==> config.mk <==
export PLATFORM = sky130hd
export DESIGN_NAME = crc32_mm_engine
export DESIGN_NICKNAME = d
export VERILOG_FILES = /design/src/rtl/crc32_pkg.sv /design/src/rtl/crc32_bitrev.sv /design/src/rtl/crc32_word_step.sv /design/src/rtl/crc32_regfile.sv /design/src/rtl/crc32_mm_engine.sv
export SDC_FILE = /design/constraint.sdc
export NUM_CORES = 1
export LEC_CHECK = 0
export ABC_CLOCK_PERIOD_IN_PS = 17450
export BUFFER_PORTS_ARGS = -buffer_cell sky130_fd_sc_hd__buf_2
export CORE_MARGIN = 8
export CORE_UTILIZATION = 60
export DETAILED_ROUTE_END_ITERATION = 12
export GPL_ROUTABILITY_DRIVEN = 0
export GPL_TIMING_DRIVEN = 0
export PLACE_DENSITY = 0.8
export SYNTH_ARGS = -nofsm -noshare
export SYNTH_HDL_FRONTEND = slang
export SYNTH_SLANG_ARGS = --single-unit
export TNS_END_PERCENT = 100
==> constraint.sdc <==
create_clock -name clk -period 17.45 [get_ports clk]
set_clock_uncertainty 0.2 [all_clocks]
set_input_delay 5.235 -clock clk [delete_from_list [all_inputs] [get_ports clk]]
set_output_delay 5.235 -clock clk [all_outputs]
set_load 0.03 [all_outputs]
==> src/rtl/crc32_pkg.sv <==
package crc32_pkg;
  localparam int DATA_W = 32;
  localparam int ADDR_W = 3;
  localparam int REV_LO = 5;
  localparam int REV_W  = 3;

  typedef enum logic [ADDR_W-1:0] {
    A_DATA = 3'd0,
    A_CTRL = 3'd2,
    A_SEED = 3'd4,
    A_POLY = 3'd5
  } reg_addr_e;

  localparam logic [DATA_W-1:0] SEED_RST = 32'hFFFF_FFFF;
  localparam logic [DATA_W-1:0] POLY_RST = 32'h04C1_1DB7;
endpackage

==> src/rtl/crc32_bitrev.sv <==
module crc32_bitrev #(
  parameter int W = 32
) (
  input  logic [W-1:0] in_i,
  input  logic         en_i,
  output logic [W-1:0] out_o
);
  logic [W-1:0] flipped;

  for (genvar g = 0; g < W; g++) begin : g_flip
    assign flipped[g] = in_i[W-1-g];
  end

  assign out_o = en_i ? flipped : in_i;
endmodule

==> src/rtl/crc32_word_step.sv <==
module crc32_word_step #(
  parameter int W = 32
) (
  input  logic [W-1:0] state_i,
  input  logic [W-1:0] word_i,
  input  logic [W-1:0] poly_i,
  output logic [W-1:0] next_o
);
  logic [W-1:0] acc;

  always_comb begin
    acc = state_i ^ word_i;
    for (int i = 0; i < W; i++) begin
      if (acc[W-1]) acc = {acc[W-2:0], 1'b0} ^ poly_i;
      else          acc = {acc[W-2:0], 1'b0};
    end
    next_o = acc;
  end
endmodule

==> src/rtl/crc32_regfile.sv <==
module crc32_regfile
  import crc32_pkg::*;
(
  input  logic              clk,
  input  logic              rst,
  input  logic              wr_en,
  input  logic [ADDR_W-1:0] addr,
  input  logic [DATA_W-1:0] wr_data,
  output logic [DATA_W-1:0] seed_q,
  output logic [DATA_W-1:0] poly_q,
  output logic [REV_W-1:0]  rev_q,
  output logic              reload_o,
  output logic              fold_o,
  output logic [DATA_W-1:0] ctrl_rd_o
);
  logic hit_ctrl, hit_seed, hit_poly;

  assign hit_ctrl = wr_en && (addr == A_CTRL);
  assign hit_seed = wr_en && (addr == A_SEED);
  assign hit_poly = wr_en && (addr == A_POLY);

  assign reload_o = hit_ctrl && wr_data[0];
  assign fold_o   = wr_en && (addr == A_DATA);

  always_ff @(posedge clk) begin
    if (rst) begin
      seed_q <= SEED_RST;
      poly_q <= POLY_RST;
      rev_q  <= '0;
    end else begin
      if (hit_seed) seed_q <= wr_data;
      if (hit_poly) poly_q <= wr_data;
      if (hit_ctrl) rev_q  <= wr_data[REV_LO +: REV_W];
    end
  end

  always_comb begin
    ctrl_rd_o = '0;
    ctrl_rd_o[REV_LO +: REV_W] = rev_q;
  end
endmodule

==> src/rtl/crc32_mm_engine.sv <==
module crc32_mm_engine
  import crc32_pkg::*;
(
  input  logic              clk,
  input  logic              rst,
  input  logic              wr_en,
  input  logic              rd_en,
  input  logic [ADDR_W-1:0] addr,
  input  logic [DATA_W-1:0] wr_data,
  output logic [DATA_W-1:0] rd_data,
  output logic              rd_valid
);
  logic [DATA_W-1:0] seed_q, poly_q, ctrl_rd, crc_q, crc_next;
  logic [DATA_W-1:0] word_in, crc_view;
  logic [REV_W-1:0]  rev_q;
  logic              reload, fold, reflect;

  crc32_regfile u_regs (
    .clk(clk), .rst(rst), .wr_en(wr_en), .addr(addr), .wr_data(wr_data),
    .seed_q(seed_q), .poly_q(poly_q), .rev_q(rev_q),
    .reload_o(reload), .fold_o(fold), .ctrl_rd_o(ctrl_rd)
  );

  assign reflect = &rev_q;

  crc32_bitrev #(.W(DATA_W)) u_rev_in (
    .in_i(wr_data), .en_i(reflect), .out_o(word_in)
  );

  crc32_word_step #(.W(DATA_W)) u_step (
    .state_i(crc_q), .word_i(word_in), .poly_i(poly_q), .next_o(crc_next)
  );

  crc32_bitrev #(.W(DATA_W)) u_rev_out (
    .in_i(crc_q), .en_i(reflect), .out_o(crc_view)
  );

  always_ff @(posedge clk) begin
    if (rst)         crc_q <= SEED_RST;
    else if (reload) crc_q <= seed_q;
    else if (fold)   crc_q <= crc_next;
  end

  always_ff @(posedge clk) begin
    if (rst) begin
      rd_data  <= '0;
      rd_valid <= 1'b0;
    end else begin
      rd_valid <= rd_en;
      if (rd_en) begin
        case (addr)
          A_DATA:  rd_data <= crc_view;
          A_CTRL:  rd_data <= ctrl_rd;
          A_SEED:  rd_data <= seed_q;
          A_POLY:  rd_data <= poly_q;
          default: rd_data <= '0;
        endcase
      end
    end
  end
endmodule

==> summary.txt, run 1 <==
Global routing
  – Overflow after GRT: 76
  – Largest net degree at the start of global routing: 17
  – Global Route Usage Sum: 58.4%

Yosys
  – Synth Area per Inst: 6.55 um^2
  – EDFF count, synth: 0
  – Mapped Cells: a little under 4000
  – Yosys reg bits: 132
  – Seq/Total Area, Yosys: 10.2%
  – Yosys warns: 0
  – Post-synth ARST share: 0%
  – Synthesized Nets: 3990
  – Yosys cell types: 105
  – Syn Std Cell Area: ~26000 um^2
  – Top_reg_cell synth: dfxtp_1

CTS
  – Max clock buf depth: 2
  – CTS Buf Count: 17
  – Root Buffer: clkbuf_16
  – Clock H-tree levels: 4
  – Clock sink count: 132

Placement
  – # port buffers: 70
  – Pre-CTS setup slack: -3640 ps
  – DP HPWL: 78300 um
  – Number of placed cells counting well taps: 4567

Status
  – Tool error: [ERROR GRT-0232] Routing congestion too high. Check the congestion heatmap in the GUI.
  – Outcome: stopped before the end
  – Failed at: global routing

STA
  – Worst_ep grt: crc_q[4]$_SDFFE_PP1P_/D
  – Kind of the worst endpoint: sequential cell input

Floorplan
  – Num ports: 72
  – Die W: 224 um
  – Initial core utilization: between 60% and 70%
  – FP Rows: between 70 and 80
  – DIE HEIGHT: 224 um
-- Yosys cell counts (29+ instances only) --
cell type / instances / area (um^2)
a211oi_1: 33 / 248
a21oi_1: 277 / 1390
a221oi_1: 35 / 307
a32oi_1: 72 / 631
buf_1: 70 / 263
clkbuf_1: 290 / 1090
dfxtp_1: 132 / 2640
inv_1: 29 / 109
mux2i_1: 47 / 470
nand2_1: 893 / 3350
nand3_1: 43 / 215
nand3b_1: 63 / 473
nor2_1: 277 / 1040
nor2b_1: 44 / 275
nor3_1: 60 / 300
o211ai_1: 38 / 285
o21ai_0: 204 / 1020
o21ai_1: 49 / 245
o22ai_1: 45 / 282
xnor2_1: 761 / 6670
xnor3_1: 30 / 676
xor2_1: 47 / 412
-- through the flow --
stage	instance area (um^2)	utilization (%)
2_1_floorplan	26300	-
3_3_place_gp	27400	64.0
3_5_place_dp	27400	64.0
4_1_cts	31100	72.8
-- cell families after synthesis --
logic type	after synthesis	share of synthesized area, %
flip-flops	132	10.2
XOR/XNOR	845	30.5
AND/OR/NAND/NOR	1510	25.5
buffers and inverters	420	6.40
AO/OA/AOI/OAI	993	25.4
multiplexers	51	2.00
-- per-layer routing --
| metal | overflow | global-route usage [%] |
|---|---|---|
| met3 | 1 | 45.0 |
| met1 | 3 | 61.5 |
| met2 | 41 | 73.0 |
| met4 | 31 | 49.1 |
| met5 | 0 | 19.3 |
-- what timing repair did --
action                                  4_1_cts
pin swaps                                   166
hold buffers                                  0
cloned                                        4
gates resized for setup                     382
buffers inserted                            161
endpoints found under the setup margin       32
==> inputs of run 2 (changes only) <==
ABC_CLOCK_PERIOD_IN_PS = 22700   (was 17450)
CORE_UTILIZATION = 40   (was 60)
PLACE_DENSITY = unset   (was 0.8)
PLACE_DENSITY_LB_ADDON = 0.15   (was unset)
clock period = 22.7 ns   (was 17.45 ns; I/O delays follow)
==> run 2 against run 1 <==
Net effect:
- the run now ends clean
- synthesized area did not move
- synthesized cell count unchanged
==> summary.txt, run 2 <==
Global routing
  – Number of global-route vias before repair: between 20000 and 30000
  – First-pass GRT wire length: 172000 um
  – Global Route Usage Sum: 29.5%
  – Initial antenna violation count: 3
  – Overflow after GRT: 0
  – Largest net degree at the start of global routing: 17

CTS
  – Root Buffer: clkbuf_16
  – Hold-fix buffers, CTS: 0 (unchanged)
  – CTS Buf Count: 17 (unchanged)
  – Worst-Skew Late Latency: about 440 ps
  – CTS tree: built
  – Clock sink count: 132 (unchanged)
  – Clock H-tree levels: 4 (unchanged)
  – Max clock buf depth: 2 (unchanged)
  – Clock slew at reported path FFs: 70 ps

Cells and area
  – Most frequent cells in the layout: nand2_1 (892), xnor2_1 (754), clkbuf_1 (279), a21oi_1 (276), nor2_1 (274)
  – # diodes: 0
  – Nets: 4080
  – Layout cells sized above 1: 6.09%
  – Non-Filler Instances: between 4000 and 5000
  – Most common cell after layout, fill and taps aside: nand2_1
  – Synthesis-to-layout area growth: 8.81%

Route
  – DRT iter0 DRCs: 3504
  – Via density: 6.00
  – DRT Wirelength: 114000 um
  – # DRC: 0
  – DRT Pass-1 Iters: 7
  – Detail Route Antenna Nets: 0
  – Wire per inst: 23.3 um
  – DR vias: between 20000 and 30000

STA
  – Number of setup violations in the final report: 0
  – Slew HR: 11.8%
  – Pins over their slew limit: 0
  – WHS: 297 ps
  – Least-Margin Pin Slew: 1320 ps
  – Fin crit period: 22100 ps
  – Final period utilization: a little over nine tenths
  – Endpoints failing hold: 0
  – Setup tns final: 0 ps
  – Peak Freq: 0.0453 GHz

Floorplan
  – Die ar.: 73100 um^2
  – Core ar.: 64200 um^2
  – DIE HEIGHT: 270 um (+21%)
  – Initial core utilization: 40.3% (-20 points)
  – Die W: 270 um (+21%)
  – FP Rows: 93 (+22%)
  – Num ports: 72 (unchanged)

Status
  – Outcome: complete, no violations

Yosys
  – Top_reg_cell synth: dfxtp_1
  – EDFF count, synth: 0 (unchanged)
  – Commonest cells post-synth: nand2_1 (893), xnor2_1 (761), clkbuf_1 (290)
  – Syn Std Cell Area: 25900 um^2 (unchanged)
  – Top-area cell type share of the netlist area: 25.8% (unchanged)
  – Yosys warns: 0 (unchanged)
  – Post-synth ARST share: 0% (unchanged)
  – Synth Area per Inst: 6.55 um^2 (unchanged)
  – Synthesized Nets: 3990 (unchanged)
  – Mapped Cells: 3951 (unchanged)
  – Yosys reg bits: 132 (unchanged)
  – Area leader, netlist: xnor2_1
  – Yosys cell types: 105 (unchanged)
  – Top-count cell post-synth: nand2_1
  – Largest cells by area after synthesis: xnor2_1 (26%), nand2_1 (13%), dfxtp_1 (10%)
  – Seq/Total Area, Yosys: 10.2% (unchanged)

Setup path
  – Crit. End Element: register
  – WS Path Type: primary input to register
  – Critical path arrival: 22200 ps
  – Crit Path Max Fanout: 10
  – Cell mode on critical path: clkbuf_1
  – Crit-path max cell delay: 650 ps
  – Slowest-stage cell, CP: a311oi_1
  – Critical path launch point type: primary input
  – WP data required: 22800 ps

Placement
  – # port buffers: 70 (unchanged)
  – DP HPWL: 88700 um (+13%)
  – Number of placed cells counting well taps: 4876 (+6.8%)

Job
  – Max cap viols: 0

Min path
  – Hold Path Class: register to register
## run 2: path summary, 6_finish.rpt
| check | start | end | slack [ps] | cells after the start |
|---|---|---|---|---|
| setup / recovery | wr_data[1] | crc_q[25]$_SDFFE_PP1P_ | 600 | 53 |
| hold / removal | u_regs.seed_q[16]$_SDFFE_PP1P_ | u_regs.seed_q[16]$_SDFFE_PP1P_ | 300 | 2 |
| setup reg to reg | u_regs.poly_q[31]$_SDFFE_PP0P_ | crc_q[25]$_SDFFE_PP1P_ | 5800 | 53 |
| hold reg to reg | u_regs.seed_q[16]$_SDFFE_PP1P_ | u_regs.seed_q[16]$_SDFFE_PP1P_ | 300 | 2 |
## run 2: final cells by class
class | count | area, um^2
Fill cell | 6859 | 36100
Multi-Input combinational cell | 3399 | 21800
Sequential cell | 132 | 2640
Buffer | 388 | 1550
Tap cell | 855 | 1070
Clock buffer | 17 | 425
Timing Repair Buffer | 71 | 358
Clock inverter | 15 | 166
Inverter | 32 | 120
## run 2: critical path, delay by kind of cell
kind,cells,cell delay (ps)
simple gates,20,5690
compound gates,19,5410
buf+inv,9,2370
xor+xnor,5,1880
## run 2: logic make-up after synthesis
kind of cell,count (synthesis),synth area share [%]
XOR/XNOR,845,30.5
buffers and inverters,420,6.40
AO/OA/AOI/OAI,993,25.4
multiplexers,51,2.00
AND/OR/NAND/NOR,1510,25.5
flip-flops,132,10.2
## run 2: per-stage QoR
step	instance area (um^2)	worst slack, ps	utilization, %
2_1_floorplan	25900	2720	-
4_1_cts	27900	84.2	43.4
6_report	28200	602	43.8
3_3_place_gp	27300	-746	42.5
3_5_place_dp	27300	-836	42.5
5_1_grt	28200	-20.4	43.8
## run 2: layer usage
layer,track usage (%),wire length [um]
met3,4.38,9450
met2,44.7,48800
met1,40.3,49800
met5,0,25
met4,14.3,6470
## run 2: timing repair
item,4_1_cts,5_1_grt
setup endpoints to repair,29,32
pin swaps,0,1
resized for setup,2,63
setup buffers,0,1
Power of run 2 is not shown: default switching activity piles up to over one toggle a cycle in this logic, so the estimate is an artifact.
